File: config.mk
export PLATFORM = sky130hd
export DESIGN_NAME = flash_erase_seq
export DESIGN_NICKNAME = d
export VERILOG_FILES = /design/src/rtl/fes_pkg.sv /design/src/rtl/fes_cmd_bytes.sv /design/src/rtl/fes_spi_shifter.sv /design/src/rtl/fes_gap_timer.sv /design/src/rtl/flash_erase_seq.sv
export SDC_FILE = /design/constraint.sdc
export NUM_CORES = 1
export LEC_CHECK = 0
export ABC_AREA = 1
export ABC_CLOCK_PERIOD_IN_PS = 1800
export BUFFER_PORTS_ARGS = -buffer_cell sky130_fd_sc_hd__buf_4
export CAP_MARGIN = 20
export CORE_ASPECT_RATIO = 1.1
export CORE_MARGIN = 2
export CORE_UTILIZATION = 59
export CTS_CLUSTER_SIZE = 8
export DETAILED_ROUTE_END_ITERATION = 7
export PLACE_DENSITY = 0.87
export SYNTH_ARGS = -nofsm -noshare
export SYNTH_HDL_FRONTEND = slang
export SYNTH_SLANG_ARGS = --single-unit
File: constraint.sdc
create_clock -name clk -period 1.8 [get_ports clk]
set_input_delay 0.27 -clock clk [delete_from_list [all_inputs] [get_ports clk]]
set_output_delay 0.27 -clock clk [all_outputs]
set_load 0.01 [all_outputs]
File: src/rtl/fes_pkg.sv
package fes_pkg;

    typedef enum logic [2:0] {
        ST_IDLE,
        ST_ERASE,
        ST_GAP,
        ST_POLL,
        ST_DONE
    } seq_state_t;

    localparam logic [7:0] OPC_SECTOR = 8'h7C;
    localparam logic [7:0] OPC_STATUS = 8'hD7;
    localparam logic [7:0] OPC_CHIP0  = 8'hC7;
    localparam logic [7:0] OPC_CHIP1  = 8'h94;
    localparam logic [7:0] OPC_CHIP2  = 8'h80;
    localparam logic [7:0] OPC_CHIP3  = 8'h9A;

    localparam int READY_BIT = 7;
    localparam int ERROR_BIT = 5;

endpackage

File: src/rtl/fes_cmd_bytes.sv
module fes_cmd_bytes
    import fes_pkg::*;
#(
    parameter int PAGE_W = 11
) (
    input  logic              chip_mode,
    input  logic              bin_page,
    input  logic [PAGE_W-1:0] page,
    input  logic              poll_phase,
    input  logic [1:0]        idx,
    output logic [7:0]        tx_byte
);
    localparam int ADDR_W  = 24;
    localparam int SH_STD  = 9;
    localparam int SH_BIN  = 8;

    logic [ADDR_W-1:0] addr;

    always_comb begin
        if (bin_page)
            addr = ADDR_W'(page) << SH_BIN;
        else
            addr = ADDR_W'(page) << SH_STD;
    end

    always_comb begin
        if (poll_phase) begin
            tx_byte = (idx == 2'd0) ? OPC_STATUS : 8'h00;
        end else if (chip_mode) begin
            unique case (idx)
                2'd0: tx_byte = OPC_CHIP0;
                2'd1: tx_byte = OPC_CHIP1;
                2'd2: tx_byte = OPC_CHIP2;
                default: tx_byte = OPC_CHIP3;
            endcase
        end else begin
            unique case (idx)
                2'd0: tx_byte = OPC_SECTOR;
                2'd1: tx_byte = addr[23:16];
                2'd2: tx_byte = addr[15:8];
                default: tx_byte = addr[7:0];
            endcase
        end
    end
endmodule

File: src/rtl/fes_spi_shifter.sv
module fes_spi_shifter #(
    parameter int CLK_DIV = 2
) (
    input  logic       clk,
    input  logic       rst_n,
    input  logic       start,
    input  logic [7:0] tx,
    input  logic       miso,
    output logic       sck,
    output logic       mosi,
    output logic [7:0] rx,
    output logic       busy,
    output logic       done
);
    localparam int DIV_W = (CLK_DIV > 1) ? $clog2(CLK_DIV) : 1;
    localparam logic [DIV_W-1:0] DIV_LAST = DIV_W'(CLK_DIV - 1);

    logic [DIV_W-1:0] div_cnt;
    logic [2:0]       bit_idx;
    logic [7:0]       sh_out;
    logic [7:0]       sh_in;

    always_ff @(posedge clk or negedge rst_n) begin
        if (!rst_n) begin
            div_cnt <= '0;
            bit_idx <= '0;
            sh_out  <= '0;
            sh_in   <= '0;
            sck     <= 1'b0;
            busy    <= 1'b0;
            done    <= 1'b0;
        end else begin
            done <= 1'b0;
            if (!busy) begin
                if (start) begin
                    busy    <= 1'b1;
                    sh_out  <= tx;
                    div_cnt <= '0;
                    bit_idx <= '0;
                    sck     <= 1'b0;
                end
            end else if (div_cnt == DIV_LAST) begin
                div_cnt <= '0;
                if (!sck) begin
                    sck   <= 1'b1;
                    sh_in <= {sh_in[6:0], miso};
                end else begin
                    sck    <= 1'b0;
                    sh_out <= {sh_out[6:0], 1'b0};
                    if (bit_idx == 3'd7) begin
                        busy <= 1'b0;
                        done <= 1'b1;
                    end else begin
                        bit_idx <= bit_idx + 3'd1;
                    end
                end
            end else begin
                div_cnt <= div_cnt + DIV_W'(1);
            end
        end
    end

    assign mosi = sh_out[7];
    assign rx   = sh_in;
endmodule

File: src/rtl/fes_gap_timer.sv
module fes_gap_timer #(
    parameter int GAP_MIN = 4
) (
    input  logic clk,
    input  logic rst_n,
    input  logic run,
    output logic expired
);
    localparam int GW = (GAP_MIN > 1) ? $clog2(GAP_MIN + 1) : 1;
    localparam logic [GW-1:0] GAP_LAST = GW'(GAP_MIN - 1);

    logic [GW-1:0] cnt;

    always_ff @(posedge clk or negedge rst_n) begin
        if (!rst_n)
            cnt <= '0;
        else if (!run)
            cnt <= '0;
        else if (cnt != GAP_LAST)
            cnt <= cnt + GW'(1);
    end

    assign expired = run && (cnt == GAP_LAST);
endmodule

File: src/rtl/flash_erase_seq.sv
module flash_erase_seq
    import fes_pkg::*;
#(
    parameter int PAGE_W  = 11,
    parameter int CLK_DIV = 2,
    parameter int GAP_MIN = 4
) (
    input  logic              clk,
    input  logic              rst_n,
    input  logic              start_i,
    input  logic              chip_mode_i,
    input  logic              bin_page_i,
    input  logic [PAGE_W-1:0] page_i,
    output logic              busy_o,
    output logic              done_o,
    output logic              err_o,
    output logic              sck_o,
    output logic              cs_n_o,
    output logic              mosi_o,
    input  logic              miso_i
);
    localparam logic [1:0] ERASE_LAST = 2'd3;
    localparam logic [1:0] POLL_LAST  = 2'd2;

    seq_state_t        state, nstate;
    logic [1:0]        idx;
    logic              chip_q, bin_q;
    logic [PAGE_W-1:0] page_q;
    logic              kick;
    logic              ready_q, err_q, done_q, cs_n_q;

    logic       sh_busy, sh_done;
    logic [7:0] tx_byte, rx_byte;
    logic       gap_expired;

    fes_cmd_bytes #(.PAGE_W(PAGE_W)) u_bytes (
        .chip_mode  (chip_q),
        .bin_page   (bin_q),
        .page       (page_q),
        .poll_phase (state == ST_POLL),
        .idx        (idx),
        .tx_byte    (tx_byte)
    );

    fes_spi_shifter #(.CLK_DIV(CLK_DIV)) u_shift (
        .clk   (clk),
        .rst_n (rst_n),
        .start (kick),
        .tx    (tx_byte),
        .miso  (miso_i),
        .sck   (sck_o),
        .mosi  (mosi_o),
        .rx    (rx_byte),
        .busy  (sh_busy),
        .done  (sh_done)
    );

    fes_gap_timer #(.GAP_MIN(GAP_MIN)) u_gap (
        .clk     (clk),
        .rst_n   (rst_n),
        .run     (state == ST_GAP),
        .expired (gap_expired)
    );

    // next-state logic
    always_comb begin
        nstate = state;
        unique case (state)
            ST_IDLE:  if (start_i) nstate = ST_ERASE;
            ST_ERASE: if (sh_done && idx == ERASE_LAST) nstate = ST_GAP;
            ST_GAP:   if (gap_expired) nstate = ST_POLL;
            ST_POLL:  if (sh_done && idx == POLL_LAST)
                          nstate = ready_q ? ST_DONE : ST_GAP;
            ST_DONE:  nstate = ST_IDLE;
            default:  nstate = ST_IDLE;
        endcase
    end

    // state register
    always_ff @(posedge clk or negedge rst_n) begin
        if (!rst_n) state <= ST_IDLE;
        else        state <= nstate;
    end

    // outputs and datapath
    always_ff @(posedge clk or negedge rst_n) begin
        if (!rst_n) begin
            idx     <= '0;
            chip_q  <= 1'b0;
            bin_q   <= 1'b0;
            page_q  <= '0;
            kick    <= 1'b0;
            ready_q <= 1'b0;
            err_q   <= 1'b0;
            done_q  <= 1'b0;
            cs_n_q  <= 1'b1;
        end else begin
            kick   <= 1'b0;
            done_q <= 1'b0;
            unique case (state)
                ST_IDLE: begin
                    cs_n_q <= 1'b1;
                    if (start_i) begin
                        chip_q <= chip_mode_i;
                        bin_q  <= bin_page_i;
                        page_q <= page_i;
                        idx    <= '0;
                        cs_n_q <= 1'b0;
                        kick   <= 1'b1;
                    end
                end
                ST_ERASE: begin
                    if (sh_done) begin
                        if (idx == ERASE_LAST) begin
                            cs_n_q <= 1'b1;
                        end else begin
                            idx  <= idx + 2'd1;
                            kick <= 1'b1;
                        end
                    end
                end
                ST_GAP: begin
                    if (gap_expired) begin
                        cs_n_q  <= 1'b0;
                        idx     <= '0;
                        ready_q <= 1'b0;
                        kick    <= 1'b1;
                    end
                end
                ST_POLL: begin
                    if (sh_done) begin
                        if (idx == 2'd1)
                            ready_q <= rx_byte[READY_BIT];
                        if (idx == POLL_LAST) begin
                            cs_n_q <= 1'b1;
                            if (ready_q) begin
                                err_q  <= rx_byte[ERROR_BIT];
                                done_q <= 1'b1;
                            end
                        end else begin
                            idx  <= idx + 2'd1;
                            kick <= 1'b1;
                        end
                    end
                end
                ST_DONE: cs_n_q <= 1'b1;
                default: cs_n_q <= 1'b1;
            endcase
        end
    end

    assign busy_o = (state != ST_IDLE);
    assign done_o = done_q;
    assign err_o  = err_q;
    assign cs_n_o = cs_n_q;
endmodule

=== Yosys cells after proc, flatten, opt, wreduce, memory -nomap -nowiden ===
Cells that the tools add are included.

* Register bits after elaboration: 49
* Word-level logic and storage cells: 132

* Add/sub/neg operators: 4
* Equality and inequality tests: 24
* Multiplexer cells: 66
* Bitwise logic cells: 1
* Reductions and logical operators: 19

{| class="wikitable"
|+ Operator list
! kind !! count
|-
| 8-bit 2-to-1 mux || 7
|-
| 3-bit 2-to-1 mux || 12
|-
| 1-bit 2-to-1 mux || 33
|-
| 2-bit != test, second input constant || 12
|-
| 8-bit one-hot mux with 3 select lines || 1
|-
| 7-bit one-hot mux with 3 select lines || 1
|-
| 20-bit 2-to-1 mux || 1
|-
| 4-bit AND reduction || 4
|-
| 2-bit 2-to-1 mux || 6
|-
| 3-bit one-hot mux with 4 select lines || 1
|-
| 3-bit by 2-bit == test with 1-bit output, second input constant || 3
|-
| 1-bit one-hot mux with 4 select lines || 2
|-
| 2-bit one-hot mux with 4 select lines || 1
|-
| 7-bit AND reduction || 1
|-
| 3-bit by 1-bit adder with 3-bit output, second input constant || 2
|-
| 2-bit by 1-bit != test with 1-bit output, second input constant || 3
|-
| 3-bit AND reduction || 2
|-
| 5-bit AND reduction || 1
|-
| 2-bit == test, second input constant || 2
|-
| 2-bit AND reduction || 2
|-
| 2-bit nonzero test || 2
|-
| 4-bit nonzero test || 1
|-
| 3-bit by 1-bit == test with 1-bit output, second input constant || 1
|-
| 3-bit == test, second input constant || 1
|-
| other kinds (10) || 12
|}

=== Longest topological paths before layout ===
Gate-level depths: netlist of the first run.

* Depth after elaboration: 6
* Mapped depth: 10
* Mapped depth without buffers: 10

=== Modules after synthesis ===
From an unflattened synthesis of the first run, not the netlist that was laid out.

* Cells, all modules: 366
* Area total of the unflattened synthesis: 2869.0 sq um

{| class="wikitable"
|+ By module, submodules not included
! module !! instances !! cells each !! area an instance (sq um) !! seq. area each (sq um)
|-
| flash_erase_seq || 1 || 139 || 1202.4 || 576.8
|-
| fes_spi_shifter || 1 || 126 || 1078.5 || 575.6
|-
| fes_cmd_bytes || 1 || 81 || 424.2 || 0.0
|-
| fes_gap_timer || 1 || 20 || 163.9 || 75.1
|}

=== Worst setup path before layout of the first run ===
Ideal clock, no wire load.

* Path type: register to register
* From: register idx[0]
* To: register state[1]
* Setup time: 127 ps
* Arrival: 1245 ps
* Required time: 1673 ps
* Setup slack: 428 ps
* Stages on the path, launching flop included: 8
* Path buffers: 0
* Clock period less this slack: 1372 ps
* Cell sequence: dfrtp_1 inv_1 ha_1 inv_1 o21ai_0 nand2_1 nor2_1 o21ai_0

* Word-level cells in the longest chain between the ends: 4
* Elaborated cells between the ends (all ways): 7
* Classes of those cells: 4 x eq/ne; 3 x reduce/logical

{| class="wikitable"
|+ Ends and longest elaborated chain
! what !! RTL line !! source
|-
| start, declared || flash_erase_seq.sv:26 || <nowiki>logic [1:0] idx;</nowiki>
|-
| start signal, assigned || flash_erase_seq.sv:117 || <nowiki>idx <= idx + 2'd1;</nowiki>
|-
| start signal, assigned || flash_erase_seq.sv:141 || <nowiki>idx <= idx + 2'd1;</nowiki>
|-
| 2-bit == test, on equally long branches || flash_erase_seq.sv:72, flash_erase_seq.sv:70 ||
|-
| 1-bit logical AND, on equally long branches || flash_erase_seq.sv:72, flash_erase_seq.sv:70 ||
|-
| 2-bit != test (no line) || - ||
|-
| 4-bit AND reduction (no line) * || - ||
|-
| end signal, assigned || flash_erase_seq.sv:82 || <nowiki>else state <= nstate;</nowiki>
|-
| end, declared || flash_erase_seq.sv:25 || <nowiki>seq_state_t state, nstate;</nowiki>
|}

Every way passes the cells marked *; elsewhere a longest branch is shown, timed or not.
A chain may end at the register's enable or synchronous reset.

=== Worst setup path in the final report of the first run ===
Same ends and word-level chain as after synthesis.

==> run summary, run 1 <==
core box area: 0.00422 mm²
Nets: 358
share of layout cells above drive strength 1: 0.181
die width: 66.7 µm
Residual DRC: 0
die area: 0.00486 mm²
clock buffer depth: 2
DRT iter0 DRCs: 146
Seq pwr share: 0.564
pwr dens: 685 mW/mm²
CP Class: flop to flop
Synth cell types: 32
clock transition at the registers of the reported paths: 0.09 ns
CP Launch Point: idx[0]
Non-Filler Instances: 386
net switching power: 0.422 mW
Max-Cap Viols: 0
# diodes: 0
area grow syn2layout: 13.2%
antenna-violating nets left: 0
R2R Setup Slk: 0.14 ns
Final TNS setup: 0 ns
data arrival time of the worst path: 1.89 ns
synthesis-stage register bit count: 49
WL per Instance: 13.6 µm
Post-synth EDFFs: 0
minimum clock period: 1.66 ns
Final Skew: 0.00700 ns
largest net degree at the start of global routing: 50
chain of cells forming the critical path: inv_1, ha_1, inv_1, o21ai_0, nand2_1, nor2_1, nand2_1, o21ai_0
final hold violation count: 0
Net Sw Frac: 0.214
via density per instance: 5.44
first-pass GRT wire length: 9190 µm
Post-DP HPWL: 3790 µm
H-tree depth reported by CTS: 2
VDD IR-drop max: 570 µV
Cell Area, Synth: 0.00255 mm²
number of global-route vias before repair: 2,006
Setup Viol. Count Final: 0
via count: 2,098
hold_sp: page_i[10]
site row count: 25
GRT overflow: 0
Synth async-reset ratio: 1.00
CTS Root Cell: clkbuf_8
Synth Flop Type: dfrtp_1
multi-input combinational cell area: 0.00111 mm²
Final Max Slew Viols: 0
IO buf count: 22
Clock Power Share: 0.407
fillcell total: 331
worst-margin pin slew: 0.600 ns
CP required: 2.04 ns
internal power: 1.55 mW
Avg Cell Area, Syn: 8.33 µm²
RSZ-0062 raised after global routing: no
Hold Path Class: input pin to flop
Die H: 72.9 µm
antenna violations before repair: 0
CP endpoint kind: flop
Storage cell area: 0.00123 mm²
placed insts: 377
synthesized instance count: 306
worst hold stages: 2
max frequency: 604 MHz
clk sinks: 49
slowest stage cell, crit path: dfrtp_1
final RePlAce weighted congestion: 1.03
post-CTS resize count: 0
Worst Reg-to-Reg Cells: 8
Combinational Power Share: 0.030
status: finished, final reports clean
Routed WL: 5240 µm
Num CTS Buffers: 5
Initial Util: 0.604
Critical Path Start Type: flop
CTS tree: yes
Slew headroom: 0.600
Synthesized Nets: 333
Static Leak: 1.52 nW
CP Max Fanout: 7
synth warn: 0
I/O pin cnt: 23
reg-to-reg startpoint: idx[0]
ratio of final minimum period to clock period: 0.920
TritonRoute pass-1 iters: 4
register area share after synthesis: 0.482
all-layer global routing usage: 0.251
max incr delay on CP: 0.44 ns
clock latency on the worst-skew pair: 0.31 ns
synthesized netlist by cell type (2+ instances only):
library cell	instances	area share
inv_1	40	0.059
buf_2	6	0.012
o21ai_0	20	0.039
o22ai_1	3	0.0074
nor2_1	28	0.041
nand3_1	14	0.027
nand4_1	5	0.012
o21ai_2	2	0.0069
or2_1	2	0.0049
o21ai_1	7	0.014
a21oi_1	20	0.039
mux2_4	2	0.012
ha_1	10	0.049
nand2_1	66	0.097
o211ai_1	2	0.0059
nor2_4	2	0.0088
inv_2	4	0.0059
nor2_2	4	0.0098
nand3_2	2	0.0079
dfrtp_1	48	0.47
nand2_2	5	0.012
mux2_2	4	0.018
final timing paths:
| kind | end |
|---|---|
| worst max-delay path | state[1] |
| worst min-delay path | page_q[10] |
| worst max register to register | state[1] |
| worst min register to register | cs_n_o |
| max in group asynchronous | idx[0] |
| min in group asynchronous | u_shift.bit_idx[2] |
cells in the final DEF (no fill, tap or decap), drive strengths merged:
cell type / netlist / final
dfrtp: 48 / 48
nand4: 5 / 5
nand3: 16 / 16
dfstp: 1 / 1
clkbuf: 0 / 5
o21a: 1 / 1
nor2: 34 / 34
a21oi: 20 / 20
o31ai: 1 / 1
a22oi: 1 / 1
dlygate4sd3: 0 / 1
inv: 45 / 45
ha: 10 / 10
o211ai: 2 / 2
clkinvlp: 0 / 1
buf: 7 / 24
bufinv: 0 / 1
nand2: 71 / 71
o2111ai: 1 / 1
o22ai: 3 / 3
o21ai: 30 / 30
o21bai: 1 / 1
clkinv: 0 / 1
mux2: 6 / 6
or2: 2 / 2
nor3: 1 / 1
worst max-delay path: cells and delay by family (launching register included):
family	cells	cell delay, ns
adders and majority gates	1	0.31
buffers and inverters	2	0.23
AOI/OAI and AO/OA	2	0.32
DFF	1	0.44
and+or+nand+nor	3	0.29
layout make-up:
cell class | instances | area share
clock buffers | 5 | 0.0239
clock inverters | 3 | 0.0161
inverters | 45 | 0.0594
multi-input cells | 205 | 0.386
flip-flops and latches | 49 | 0.426
well taps | 54 | 0.0234
repair buffers | 25 | 0.0659
logic make-up after synthesis:
family | after synthesis | synth area share
buffers and inverters | 52 | 0.0820
DFF | 49 | 0.482
muxes | 6 | 0.0295
adders and majority gates | 10 | 0.0491
and+or+nand+nor | 129 | 0.224
AOI/OAI and AO/OA | 60 | 0.134
power by group through the flow:
| stage | Combinational (mW) | Sequential (mW) | Clock, mW |
|---|---|---|---|
| 2_1_floorplan | 0.00876 | 1.13 | 0 |
| 3_3_place_gp | 0.0571 | 1.13 | 0 |
| 3_5_place_dp | 0.0591 | 1.13 | 0 |
| 4_1_cts | 0.0609 | 1.11 | 0.823 |
| 5_1_grt | 0.0671 | 1.11 | 0.857 |
| 6_report | 0.0587 | 1.11 | 0.803 |
sequential cells by signal, summed over array words and instances, names as in the netlist, 2 cells and up:
register,flops
page_q,11
u_shift.rx,8
u_shift.sh_out,8
state,3
u_gap.cnt,3
u_shift.bit_idx,3
idx,2
metrics by stage:
stage	utilization	hold WS, ns	worst slack (ns)	power [mW]	cell area (µm²)
final	0.683	0.187	0.144	1.97	2880
after global routing	0.683	0.175	0.0198	2.04	2880
after CTS	0.683	0.178	0.168	2.00	2880
after detailed placement	0.653	0.325	0.264	1.19	2760
after global placement	0.653	0.321	0.318	1.19	2760
after floorplan	-	-0.0256	0.428	1.14	2550
per-layer routing:
metal,vias up,track usage,wire (µm)
met4,0,0.109,157
li1,1038,-,-
met1,975,0.338,2270
met2,70,0.391,2550
met3,15,0.0556,266
met5,-,0,0
timing repair:
action / CTS / global route
buffers inserted: 0 / 0
endpoints found under the hold margin: 48 / 0
hold buffers: 1 / 0
Power figures use the tool's default switching activity.
==> inputs of run 2 (changes only) <==
ABC_AREA = unset   (was 1)
==> run 2 against run 1 <==
  * Global-route usage decreased by 3.4 points
  * Area after synthesis increased by 1.0%
  * Count of clock-buffer cells in the layout unchanged
  * Sequential share of layout area increased by 0.19 points
  * Clock skew increased by 0.0061 ns
  * Synthesized cell count decreased by 25%
  * Largest power group unchanged
==> run summary, run 2 <==
largest area contributor in the netlist: dfrtp_1 (unchanged)
Clock Power Share: 0.252 (was 0.407)
I/O pin cnt: 23 (unchanged)
Static Leak: 1.34 nW (was 1.52 nW)
# diodes: 0 (unchanged)
Seq pwr share: 0.556 (was 0.564)
Post-DP HPWL: 3260 µm (was 3790 µm)
Final Max Slew Viols: 0 (unchanged)
Cell Area, Synth: 0.00257 mm² (was 0.00255 mm²)
hold_sp: chip_mode_i (was page_i[10])
Synthesized Nets: 257 (was 333)
number of global-route vias before repair: 1,746 (was 2,006)
CP endpoint kind: flop (unchanged)
IO buf count: 22 (unchanged)
commonest non-fill, non-tap cell in the layout: dfrtp_1 (was nand2_1)
Nets: 281 (was 358)
Synth Flop Type: dfrtp_1 (unchanged)
Residual DRC: 0 (unchanged)
via count: 1,762 (was 2,098)
VDD IR-drop max: 730 µV (was 570 µV)
Non-Filler Instances: 309 (was 386)
antenna violations before repair: 0 (unchanged)
die area: 0.00491 mm² (was 0.00486 mm²)
synthesis-stage register bit count: 49 (unchanged)
final RePlAce weighted congestion: 0.801 (was 1.03)
max reg flops: 11 (unchanged)
most frequent cell after synthesis: dfrtp_1 (was nand2_1)
CTS Root Cell: clkbuf_8 (unchanged)
synth warn: 0 (unchanged)
clock buffer depth: 2 (unchanged)
Synth async-reset ratio: 1.00 (unchanged)
Setup Viol. Count Final: 0 (unchanged)
ranking of synthesized cells by area: dfrtp_1 47%, mux2_2 9.2%, ha_1 4.9% (was dfrtp_1 47%, nand2_1 9.7%, inv_1 5.9%)
CTS tree: yes (unchanged)
worst-margin pin slew: 0.605 ns (was 0.600 ns)
Place WS: 0.0435 ns (was 0.264 ns)
reg2reg end: u_shift.sh_out[4] (was state[1])
Max-Cap Viols: 0 (unchanged)
commonest non-fill, non-tap cells in the layout: 48 x dfrtp_1, 28 x buf_4, 21 x mux2_2 (was 66 x nand2_1, 48 x dfrtp_1, 40 x inv_1)
share of layout cells above drive strength 1: 0.282 (was 0.181)
pwr dens: 906 mW/mm² (was 685 mW/mm²)
minimum clock period: 1.71 ns (was 1.66 ns)
max frequency: 586 MHz (was 604 MHz)
register area share after synthesis: 0.477 (was 0.482)
fillcell total: 340 (was 331)
die width: 67.0 µm (was 66.7 µm)
post-CTS setup buffers: 0 (unchanged)
synthesized instance count: 230 (was 306)
Synth cell types: 48 (was 32)
TritonRoute pass-1 iters: 4 (unchanged)
final hold violation count: 0 (unchanged)
Hold Path Class: input pin to flop (unchanged)
Worst Reg-to-Reg Cells: 6 (was 8)
CP Max Fanout: 7 (unchanged)
CP Class: flop to flop (unchanged)
R2R Setup Slk: 0.09 ns (was 0.14 ns)
H-tree depth reported by CTS: 2 (unchanged)
first-pass GRT wire length: 7970 µm (was 9190 µm)
Combinational Power Share: 0.191 (was 0.030)
area grow syn2layout: 11.5% (was 13.2%)
GRT overflow: 0 (unchanged)
status: finished, final reports clean (unchanged)
Routed WL: 4590 µm (was 5240 µm)
clock latency on the worst-skew pair: 0.31 ns (about the same)
final worst setup slack: 0.0946 ns (was 0.144 ns)
ratio of final minimum period to clock period: 0.947 (was 0.920)
Initial Util: 0.605 (was 0.604)
all-layer global routing usage: 0.217 (was 0.251)
via density per instance: 5.70 (was 5.44)
Synth top cells by count: 48 x dfrtp_1, 21 x mux2_2, 18 x nand2_1 (was 66 x nand2_1, 48 x dfrtp_1, 40 x inv_1)
Num CTS Buffers: 5 (unchanged)
Slew headroom: 0.597 (was 0.600)
register name with the most flops: page_q (unchanged)
largest net degree at the start of global routing: 50 (unchanged)
reg-to-reg startpoint: idx[0] (unchanged)
Net Sw Frac: 0.282 (was 0.214)
data arrival time of the worst path: 1.95 ns (was 1.89 ns)
worst hold slack: 0.172 ns (was 0.187 ns)
worst hold stages: 3 (was 2)
Critical Path Start Type: flop (unchanged)
CP required: 2.04 ns (about the same)
antenna-violating nets left: 0 (unchanged)
Avg Cell Area, Syn: 11.2 µm² (was 8.33 µm²)
site row count: 25 (unchanged)
net switching power: 0.734 mW (was 0.422 mW)
placed insts: 300 (was 377)
internal power: 1.87 mW (was 1.55 mW)
Die H: 73.3 µm (was 72.9 µm)
clk sinks: 49 (unchanged)
Post-synth EDFFs: 0 (unchanged)
WL per Instance: 14.8 µm (was 13.6 µm)
DRT iter0 DRCs: 106 (was 146)
clock transition at the registers of the reported paths: 0.10 ns (was 0.09 ns)
core box area: 0.00425 mm² (was 0.00422 mm²)
Final Skew: 0.0131 ns (was 0.00700 ns)
Synth top area share: 0.466 (was 0.471)
Util after Layout: 0.675 (was 0.683)
WHS Endpoint: chip_q (was page_q[10])
## run 2: worst max-delay path by stage
stage                            start           endpoint  slack [ns]  cells past startpoint
after floorplan           u_gap.cnt[0]             idx[0]        0.12                      7
after global placement          idx[0]  u_shift.sh_out[4]        0.17                      6
after detailed placement        idx[0]  u_shift.sh_out[4]        0.04                      6
after CTS                       idx[0]  u_shift.sh_out[4]        0.02                      6
after global routing            idx[0]  u_shift.sh_out[4]      -0.004                      6
final                           idx[0]  u_shift.sh_out[4]        0.09                      6
## run 2: area by class of cell
type | count | area (µm²) | area share
Clock inverter | 3 | 22.5 | 0.00784
Timing Repair Buffer | 29 | 220 | 0.0767
Clock buffer | 5 | 68.8 | 0.0240
Sequential cell | 49 | 1230 | 0.427
Multi-Input combinational cell | 156 | 1220 | 0.424
Tap cell | 54 | 67.6 | 0.0235
Inverter | 13 | 48.8 | 0.0170
## run 2: worst max-delay path, stage by stage (launching register included)
cell and delay (ns):
dfrtp_1 0.42, inv_1 0.17, ha_2 0.28, inv_1 0.10, o41ai_1 0.37, a221oi_1 0.15
o21ai_0 0.17
## run 2: metal layers
layer  global-route usage  wire [µm]
met1                0.295       2150
met2                0.333       2140
met3               0.0490        168
met4                0.102        133
met5                    0          0
## run 2: what timing repair did
item                                    4_1_cts  5_1_grt
endpoints found under the setup margin        0        2
endpoints found under the hold margin        41        0
resized for setup                             0        1
hold buffers                                  1        0
## run 2: power groups by stage
stage               Sequential (mW)  Combinational, mW  Clock (mW)
floorplan                      1.44              0.358           0
global placement               1.46              0.479           0
detailed placement             1.47              0.503           0
CTS                            1.45              0.504       0.670
global route                   1.48              0.568       0.726
finish                         1.45              0.498       0.657
## run 2: stage by stage
step	setup TNS, ns	area (µm²)	total power [mW]
floorplan	0	2570	1.80
global placement	0	2770	1.94
detailed placement	0	2770	1.97
CTS	0	2870	2.62
global route	-0.00383	2870	2.77
finish	0	2870	2.60
## run 2: kinds of logic (layout without fill, tap and decap cells)
logic type                 Yosys count  count (layout)  synth area share
AOI/OAI and AO/OA                   49              49             0.129
xor gates and xnor gates             2               2           0.00680
adders and majority gates           10              10            0.0486
buffers and inverters               25              50            0.0520
DFF                                 49              49             0.477
muxes                               39              39             0.177
and+or+nand+nor                     56              56             0.109
